File: src/rtl/evt_pair_pkg.sv
// Package: shared widths and types for the chained event-counter pair.
// Assumes exactly two counters (even/odd) and a low-half width below the
// full counter width.
package evt_pair_pkg;
    localparam int unsigned CNT_W   = 64;
    localparam int unsigned LO_W    = 32;
    localparam int unsigned NUM_CTR = 2;

    typedef logic [CNT_W-1:0] cnt_t;
    typedef logic [NUM_CTR-1:0] ctr_vec_t;
endpackage

File: src/rtl/epc_counter.sv
// Module: one wide event counter with a software load port.
// What it does: loads ld_val when ld is high, otherwise adds one when inc is
// high, and reports whether the low half and the whole value are all ones.
// Assumes: the caller never raises inc together with ld (load has priority
// anyway).
module epc_counter #(
    parameter int unsigned W  = 64,
    parameter int unsigned LO = 32
) (
    input  logic         clk,
    input  logic         rst_n,
    input  logic         ld,
    input  logic [W-1:0] ld_val,
    input  logic         inc,
    output logic [W-1:0] q,
    output logic         lo_ones,
    output logic         all_ones
);

    // Counter register: reset, load or increment.
    always_ff @(posedge clk) begin
        if (!rst_n) begin
            q <= '0;
        end else if (ld) begin
            q <= ld_val;
        end else if (inc) begin
            q <= q + {{(W-1){1'b0}}, 1'b1};
        end
    end

    // Wrap-point detectors used by the routing logic.
    always_comb begin
        lo_ones  = &q[LO-1:0];
        all_ones = &q;
    end


    inc_adds_one_chk: assert property (@(posedge clk) disable iff (!rst_n)
        (inc && !ld) |=> (q == $past(q) + {{(W-1){1'b0}}, 1'b1}));


    upper_carry_chk: assert property (@(posedge clk) disable iff (!rst_n)
        (inc && !ld && lo_ones && !all_ones) |=>
            (q[W-1:LO] == $past(q[W-1:LO]) + {{(W-LO-1){1'b0}}, 1'b1}) && (q[LO-1:0] == '0));


    load_value_chk: assert property (@(posedge clk) disable iff (!rst_n)
        ld |=> (q == $past(ld_val)));

endmodule

File: src/rtl/epc_route.sv
// Module: increment and overflow routing for the counter pair.
// What it does: decides which counter increments this cycle (own event, or the
// even counter's low-half carry when chained) and which status bits to set,
// according to the long-overflow selection.
// Assumes: lo_ones/all_ones come straight from the counter registers.
module epc_route (
    input  logic       chain_en,
    input  logic       long_ovf,
    input  logic [1:0] cnt_en,
    input  logic [1:0] evt,
    input  logic [1:0] wr_en,
    input  logic [1:0] lo_ones,
    input  logic [1:0] all_ones,
    output logic [1:0] inc,
    output logic [1:0] ovf_set
);

    logic inc_e, inc_o;
    logic lo_c_e, lo_c_o;
    logic full_c_e, full_c_o;

    // Even counter: own event only, and never in a load cycle.
    always_comb begin
        inc_e    = cnt_en[0] & evt[0] & ~wr_en[0];
        lo_c_e   = inc_e & lo_ones[0];
        full_c_e = inc_e & all_ones[0];
    end

    // Odd counter: own event, or the even low-half carry when chained.
    always_comb begin
        inc_o    = cnt_en[1] & ~wr_en[1] & (chain_en ? lo_c_e : evt[1]);
        lo_c_o   = inc_o & lo_ones[1];
        full_c_o = inc_o & all_ones[1];
    end

    // Output packing and overflow-point selection.
    always_comb begin
        inc     = {inc_o, inc_e};
        ovf_set = long_ovf ? {full_c_o, full_c_e} : {lo_c_o, lo_c_e};
    end

endmodule

File: src/rtl/epc_ovf_status.sv
// Module: sticky overflow status with write-one-to-clear and interrupt.
// What it does: ORs newly seen overflows into a status register, clears bits
// written as one, lets a same-cycle set win, and raises irq for enabled bits.
// Assumes: set_vec is a single-cycle strobe per overflow.
module epc_ovf_status #(
    parameter int unsigned N = 2
) (
    input  logic         clk,
    input  logic         rst_n,
    input  logic [N-1:0] set_vec,
    input  logic         clr_we,
    input  logic [N-1:0] clr_mask,
    input  logic [N-1:0] irq_en,
    output logic [N-1:0] ovs,
    output logic         irq
);

    logic [N-1:0] clr_eff;

    // Clear strobe qualified by the write enable.
    always_comb clr_eff = clr_we ? clr_mask : '0;

    // Status register: clear first, then set so that a set wins.
    always_ff @(posedge clk) begin
        if (!rst_n) begin
            ovs <= '0;
        end else begin
            ovs <= (ovs & ~clr_eff) | set_vec;
        end
    end

    // Interrupt: any enabled status bit.
    always_comb irq = |(ovs & irq_en);

    for (genvar i = 0; i < N; i++) begin : g_bit

        sticky_hold_chk: assert property (@(posedge clk) disable iff (!rst_n)
            (ovs[i] && !(clr_we && clr_mask[i])) |=> ovs[i]);

        set_wins_chk: assert property (@(posedge clk) disable iff (!rst_n)
            set_vec[i] |=> ovs[i]);

        w1c_clear_chk: assert property (@(posedge clk) disable iff (!rst_n)
            (clr_we && clr_mask[i] && !set_vec[i]) |=> !ovs[i]);
    end


    irq_raise_chk: assert property (@(posedge clk) disable iff (!rst_n)
        ((ovs & irq_en) != '0) |-> irq);

endmodule

File: src/rtl/evt_pair_ctr.sv
// Module: top of the chained event-counter pair.
// What it does: two 64-bit counters, optional chaining of the odd counter onto
// the even counter's 32-bit carry, selectable overflow point, sticky status
// and interrupt.
// Assumes: all inputs synchronous to clk; reset is synchronous active-low.
module evt_pair_ctr
    import evt_pair_pkg::*;
(
    input  logic        clk,
    input  logic        rst_n,
    input  logic        long_ovf,
    input  logic        chain_en,
    input  logic [1:0]  cnt_en,
    input  logic [1:0]  evt,
    input  logic [1:0]  wr_en,
    input  logic [63:0] wr_data0,
    input  logic [63:0] wr_data1,
    input  logic        ovs_clr_we,
    input  logic [1:0]  ovs_clr_mask,
    input  logic [1:0]  irq_en,
    output logic [63:0] cnt0,
    output logic [63:0] cnt1,
    output logic [1:0]  ovs,
    output logic        irq
);

    cnt_t     ld_val [NUM_CTR];
    cnt_t     q      [NUM_CTR];
    ctr_vec_t lo_ones, all_ones, inc, ovf_set;

    // Gather the per-counter load data into an indexed array.
    always_comb begin
        ld_val[0] = wr_data0;
        ld_val[1] = wr_data1;
    end

    for (genvar i = 0; i < NUM_CTR; i++) begin : g_ctr
        epc_counter #(.W(CNT_W), .LO(LO_W)) u_ctr (
            .clk      (clk),
            .rst_n    (rst_n),
            .ld       (wr_en[i]),
            .ld_val   (ld_val[i]),
            .inc      (inc[i]),
            .q        (q[i]),
            .lo_ones  (lo_ones[i]),
            .all_ones (all_ones[i])
        );
    end

    epc_route u_route (
        .chain_en (chain_en),
        .long_ovf (long_ovf),
        .cnt_en   (cnt_en),
        .evt      (evt),
        .wr_en    (wr_en),
        .lo_ones  (lo_ones),
        .all_ones (all_ones),
        .inc      (inc),
        .ovf_set  (ovf_set)
    );

    epc_ovf_status #(.N(NUM_CTR)) u_ovs (
        .clk      (clk),
        .rst_n    (rst_n),
        .set_vec  (ovf_set),
        .clr_we   (ovs_clr_we),
        .clr_mask (ovs_clr_mask),
        .irq_en   (irq_en),
        .ovs      (ovs),
        .irq      (irq)
    );

    // Drive the counter outputs.
    always_comb begin
        cnt0 = q[0];
        cnt1 = q[1];
    end


    chain_ignores_evt_chk: assert property (@(posedge clk) disable iff (!rst_n)
        (chain_en && !wr_en[1] &&
         !(cnt_en[0] && evt[0] && !wr_en[0] && (&cnt0[LO_W-1:0]))) |=> $stable(cnt1));


    even_disabled_chk: assert property (@(posedge clk) disable iff (!rst_n)
        (!cnt_en[0] && !wr_en[0]) |=> ($stable(cnt0) && !$rose(ovs[0])));


    odd_disabled_chk: assert property (@(posedge clk) disable iff (!rst_n)
        (!cnt_en[1] && !wr_en[1]) |=> ($stable(cnt1) && !$rose(ovs[1])));


    long_no_lo_flag_chk: assert property (@(posedge clk) disable iff (!rst_n)
        (long_ovf && !(&cnt0)) |=> !$rose(ovs[0]));

endmodule

File: config.mk
export PLATFORM = sky130hd
export DESIGN_NAME = evt_pair_ctr
export DESIGN_NICKNAME = d
export VERILOG_FILES = /design/src/rtl/evt_pair_pkg.sv /design/src/rtl/epc_counter.sv /design/src/rtl/epc_route.sv /design/src/rtl/epc_ovf_status.sv /design/src/rtl/evt_pair_ctr.sv
export SDC_FILE = /design/constraint.sdc
export NUM_CORES = 1
export LEC_CHECK = 0
export ABC_AREA = 1
export BUFFER_PORTS_ARGS = -buffer_cell sky130_fd_sc_hd__buf_2
export CAP_MARGIN = 15
export CORE_MARGIN = 3
export CORE_UTILIZATION = 45
export CTS_CLUSTER_SIZE = 28
export DETAILED_ROUTE_END_ITERATION = 8
export HOLD_SLACK_MARGIN = 0.02
export PLACE_DENSITY = 0.76
export SYNTH_ARGS = -nofsm -noshare
export SYNTH_HDL_FRONTEND = slang
export SYNTH_SLANG_ARGS = --single-unit
export TNS_END_PERCENT = 50
File: constraint.sdc
create_clock -name clk -period 2.2 [get_ports clk]
set_input_delay 0.66 -clock clk [delete_from_list [all_inputs] [get_ports clk]]
set_output_delay 0.66 -clock clk [all_outputs]
set_load 0.005 [all_outputs]
### Word level (Yosys, flattened, before mapping)

Cells that the tools add are included.

* bitwise logic cells: 14
* $add $sub $neg: 2
* muxes and demuxes: 7
* reductions and logical operators: 7

Operator list (number)
* 2-to-1 mux 64 bit: 4
* adder 64 x 1 -> 64 bit (second input constant): 2
* AND reduction 64 bit: 2
* AND reduction 32 bit: 2
* bitwise AND 1 bit: 8
* bitwise AND 2 bit: 2
* 2-to-1 mux 2 bit: 2
* nonzero test 2 bit: 2
* NOT 1 bit: 2
* NOT 2 bit: 1
* OR 2 bit: 1
* OR reduction 2 bit: 1
* 2-to-1 mux 1 bit: 1

* register bits: 130
* output and inout port bits: 131
* bits of input ports: 143

### Longest topological paths before layout

* depth in word-level cells: 8
* mapped depth: 13
* mapped depth without buffers: 13

### Modules after synthesis

Synthesis repeated with hierarchy kept, for this count alone.

* cells, all modules: 1445
* area total of the unflattened synthesis: 9186.3 µm²

By module, submodules not included
* epc_counter: cells each 705, times used 2, sequential area each 1281.2 µm², area an instance 4500.6 µm²
* epc_route: cells each 21, times used 1, sequential area each 0.0 µm², area an instance 97.6 µm²
* epc_ovf_status: cells each 14, times used 1, sequential area each 40.0 µm², area an instance 87.6 µm²

### Worst setup path after synthesis

No wires, ideal clock.

* kind: input to register
* start: input wr_en[1]
* end: register g_ctr[1].u_ctr.q[56]
* required time: 2144 ps
* arrival: 1790 ps
* slack: 354 ps
* path buffers: 2
* stages: 9
* path through: clkbuf_1 -> inv_2 -> o211a_2 -> a21boi_2 -> buf_4 -> nand3_1 -> nand3_1 -> nand2_1 -> inv_1

* cells in the longest elaborated chain, start to end: 4
* elaborated cells between the ends (all ways): 5
* those cells by class: mux: 1; bitwise: 3; reduce/logical: 1

RTL lines
* start, declared: RTL line evt_pair_ctr.sv:15 `input logic [1:0] wr_en,`
* NOT 1 bit: RTL line epc_route.sv:31 `inc_o = cnt_en[1] & ~wr_en[1] & (chain_en ? lo_c_e : evt[1]);`
* bitwise AND 1 bit (2 in series): RTL line epc_route.sv:31
* nonzero test 2 bit (no line)
* end signal, assigned: RTL line epc_counter.sv:25 `q <= ld_val;`
* end signal, assigned: RTL line epc_counter.sv:27 `q <= q + {{(W-1){1'b0}}, 1'b1};`
* end, declared: RTL line epc_counter.sv:15 `output logic [W-1:0] q,`

Parallel ways exist; a longest one is shown, timed or not.
A chain may end at the register's enable or synchronous reset.

### Worst setup path after layout

* start: register g_ctr[0].u_ctr.q[38]
* end: register g_ctr[0].u_ctr.q[56]

* cells in the longest elaborated chain, start to end: 3

RTL lines
* start, declared: RTL line epc_counter.sv:15
* start signal, assigned: RTL line epc_counter.sv:25
* start signal, assigned: RTL line epc_counter.sv:27
* adder 64 x 1 -> 64 bit: RTL line epc_counter.sv:27
* 2-to-1 mux 64 bit: RTL line epc_counter.sv:26 `end else if (inc) begin`
* 2-to-1 mux 64 bit: RTL line epc_counter.sv:24 `end else if (ld) begin`

Every way passes these cells. The select of a mux whose other input is x is not followed.

==> impl_summary.log <==
[metrics] outcome: finished, final reports clean
[metrics] detailed placer's ending HPWL: 32110 um
[metrics] number of maximum-capacitance violations: 0
[metrics] RSZ-0062 raised after global routing: no
[metrics] cell leakage power: 0.005462 uW
[metrics] cell type contributing the most total cell area after synthesis: sky130_fd_sc_hd__dfxtp_1
[metrics] internal reg-to-reg setup slack: roughly 0.13 ns
[metrics] post-synthesis instance area: approximately 9900 sq um
[metrics] top_reg_cell synth: sky130_fd_sc_hd__dfxtp_1
[metrics] Synth top area share: 0.2623
[metrics] clock share of power: 0.468
[metrics] number of register bits inferred by synthesis: 130
[metrics] critical path's largest stage delay: 0.38 ns
[metrics] routability congestion estimate: 0.9877
[metrics] net switching component of the power: 2004 uW
[metrics] post-route clock skew: 0.01175 ns
[metrics] switching share of total power: 0.2817
[metrics] H-Tree Depth: 4
[metrics] count of cell types in the netlist: 39
[metrics] fraction of final layout cells sized beyond drive strength 1: 0.2075
[metrics] number of nets in the synthesized netlist: between 1500 and 2000
[metrics] list of most frequent post-synthesis cells: sky130_fd_sc_hd__nand2_1, sky130_fd_sc_hd__nor2_1, sky130_fd_sc_hd__inv_1
[metrics] CP startpoint kind: flop
[metrics] initial antenna violation count: 0
[metrics] hold crit path type: input pin to flop
[metrics] internal cell power: slightly above 5000 uW
[metrics] count of input and output buffers: ~270
[metrics] layout-stage area growth over the synthesis result: 27.55%
[metrics] number of buffers created by CTS: 17
[metrics] share of the yosys chip area belonging to registers: 0.2623
[metrics] Top delay family on crit path: simple AND/OR/NAND/NOR gates
[metrics] violation count after the first detailed-route iteration: approximately 1100
[metrics] cells taking the most area after synthesis: sky130_fd_sc_hd__dfxtp_1, sky130_fd_sc_hd__nand2_1, sky130_fd_sc_hd__nor2_1
[metrics] Final Max Tran Viols: 0
[metrics] time the worst path needs with I/O delays and setup: 2.071 ns
[metrics] arrival time of data at the critical path endpoint: 2.43 ns
[metrics] routed wire length: around 40000 um
[metrics] global-route congestion overflow total: 0
[metrics] number of top-level design ports: ~270
[metrics] largest voltage drop on the vdd net: approximately 0.44 mV
[metrics] height of the chip: 154.5 um
[metrics] site row count: 53
[metrics] smallest setup slack after layout: 0.1292 ns
[metrics] design area: roughly 13000 sq um
[metrics] combinational fraction of design power: 0.154
[metrics] number of detailed-route iterations in the first pass: 6
[metrics] Routed Antenna Nets: 0
[metrics] Worst Setup Slack post-DPL: a little under 0.1 ns
[metrics] period utilization: 0.9413
[metrics] clk sink count: 130
[metrics] maximum fanout along the worst path: 3
[metrics] Global Route Usage Sum: 0.3318
[metrics] number of buffers on the longest clock path: 2
[metrics] Cell Count Post-Placement: 2303
[metrics] number of standard cells in the layout, taps in and fillers out: about 2300
[metrics] buffering stage count on the worst path with inverters included: 2
[metrics] number of synthesized flops with an enable pin: 0
[metrics] power density normalized to cell area: ~560 nW/um^2
[metrics] ANT cells: 0
[metrics] register share of total power: 0.378
[metrics] wire length of the first global-routing pass: 63530 um
[metrics] most used standard cell by instance count after synthesis: sky130_fd_sc_hd__nand2_1
[metrics] initial core utilization: 0.4647
[metrics] clock latency reported for the late side of the worst-skew pair: around 0.43 ns
[metrics] vias in the first global route: 12070
[metrics] async set-reset flop share out of synthesis: 0
[metrics] multiplexer fraction of the synthesized cell area: 0
[metrics] count of mapped cells out of synthesis: 1758
[metrics] DIE WIDTH: 154.5 um
[metrics] clock tree from TritonCTS: done
[metrics] total cell area at the placement stage: 11900 sq um
[metrics] final setup fails: 0
[metrics] total negative slack: 0 ns
[metrics] average via count per standard cell: roughly 5.5
[metrics] cell-by-cell trace of the critical path: inv_1 > buf_4 > nor3_1 > nand2_1 > nor2_1 > nand3_1 > nor2_1 > nand2_1 > nand2_1 > nand2_1 > a21oi_1
[metrics] Most common cell on crit path: sky130_fd_sc_hd__nand2_1
[metrics] highest attainable clock frequency: between 0.4 and 0.5 GHz
[metrics] Hold Violations, Final: 0
[metrics] post-CTS clock slew at the launch and capture registers of the worst setup and hold paths: 0.07 ns
[metrics] number of warnings reported in the yosys synthesis log: 0
[metrics] nets: 2196
[metrics] total die area: 23870 sq um
[metrics] data required time at the worst endpoint: ~2.6 ns
[metrics] Worst Setup Path Type: flop to flop
[metrics] post-synthesis simple-gate area fraction: 0.4658
[metrics] per-instance average area after synthesis: 5.645 sq um
[metrics] maximum number of pins on one net before global-route repair: 79
[metrics] Routed wire per std cell: roughly 18 um
[metrics] dominant combinational cell family by area after synthesis: simple AND/OR/NAND/NOR gates
[metrics] highest-delay cell along the critical path: sky130_fd_sc_hd__nor3_1
[metrics] share of synthesized cell area in full adder, half adder and majority cells: 0.002522
[metrics] headroom to the max-slew limit: 0.6830
[metrics] clock root buffer: sky130_fd_sc_hd__clkbuf_16
[metrics] Tightest Pin Transition: 0.4718 ns
[metrics] Core Footprint: 21350 sq um
[metrics] via count: 12870
[metrics] fraction of the mapped netlist area in compound gates: 0.1372
[metrics] crit path capture type: flop
[metrics] share of the synthesized netlist area taken by xor and xnor gates: 0.03972
[metrics] drc violations: 0
[layer usage]
layer | wire length (um) | global-route usage | vias to the layer above
li1 | - | - | 6200
met1 | 16290 | 0.4153 | 5892
met2 | 19410 | 0.5649 | 671
met3 | 3687 | 0.05736 | 110
met4 | 1797 | 0.1367 | 0
met5 | 0 | 0 | -
[per-stage QoR]
stage,power (uW),hold WS (ns),util
4_1_cts,7119,0.4878,0.5887
2_1_floorplan,3258,0.4940,-
3_5_place_dp,3809,0.5197,0.5572
3_3_place_gp,3790,0.5144,0.5572
6_report,7116,0.4902,0.5928
5_1_grt,7351,0.5005,0.5928
[placed cells by master, fill, tap and decap left out, drive strengths merged, types with 30 or more instances in the layout]
master / n
o21ai: 94
nor2: 269
nand2: 636
buf: 336
xor2: 30
nor3: 34
nand3: 142
dfxtp: 130
inv: 161
a21oi: 104
[worst paths after layout]
kind,start,end,cells past startpoint
worst max-delay path,g_ctr[0].u_ctr.q[38]$_SDFFE_PN0P_,g_ctr[0].u_ctr.q[56]$_SDFFE_PN0P_,11
worst min register to register,g_ctr[0].u_ctr.q[7]$_SDFFE_PN0P_,g_ctr[0].u_ctr.q[7]$_SDFFE_PN0P_,2
worst max register to register,g_ctr[0].u_ctr.q[38]$_SDFFE_PN0P_,g_ctr[0].u_ctr.q[56]$_SDFFE_PN0P_,11
worst min-delay path,wr_data0[14],g_ctr[0].u_ctr.q[14]$_SDFFE_PN0P_,3
[cell families after synthesis]
| group | Yosys count |
|---|---|
| XOR/XNOR | 45 |
| AND/OR/NAND/NOR | 1111 |
| AO/OA/AOI/OAI | 247 |
| adder cells (fa/ha/maj) | 2 |
| buffers and inverters | 223 |
| flip-flops | 130 |
[final cells by class]
cell class,count,area (sq um)
Clock buffer,18,439.2
Clock inverter,13,232.7
Fill cell,2229,8696
Inverter,161,608.1
Tap cell,275,344.1
Timing Repair Buffer,336,1981
Multi-Input combinational cell,1405,6447
Sequential cell,130,2605
[flip-flops by register name, summed over array words and instances, names as in the netlist]
register,flops
u_ovs.ovs,2
g_ctr.u_ctr.q,128
[worst reg2reg max path, cell delays in order, from the launching register on]
cell                      delay, ns
sky130_fd_sc_hd__dfxtp_1       0.34
sky130_fd_sc_hd__inv_1         0.07
sky130_fd_sc_hd__buf_4         0.15
sky130_fd_sc_hd__nor3_1        0.38
sky130_fd_sc_hd__nand2_1       0.20
sky130_fd_sc_hd__nor2_1        0.27
sky130_fd_sc_hd__nand3_1       0.18
sky130_fd_sc_hd__nor2_1        0.13
sky130_fd_sc_hd__nand2_1       0.06
sky130_fd_sc_hd__nand2_1       0.06
sky130_fd_sc_hd__nand2_1       0.05
sky130_fd_sc_hd__a21oi_1       0.12
[power groups by stage]
| stage | sequential, uW | clock (uW) | combinational, uW |
|---|---|---|---|
| 2_1_floorplan | 2700 | 0 | 560 |
| 3_3_place_gp | 2730 | 0 | 1060 |
| 3_5_place_dp | 2730 | 0 | 1080 |
| 4_1_cts | 2680 | 3350 | 1090 |
| 5_1_grt | 2700 | 3430 | 1210 |
| 6_report | 2690 | 3330 | 1100 |
[timing repair]
action | 4_1_cts | 5_1_grt
hold endpoints to repair | 0 | 0
hold buffers | 0 | 0
buffers inserted | 0 | 4
resized for setup | 0 | 16
setup endpoints to repair | 0 | 37
Note: power is estimated with default switching activity, not from simulation.
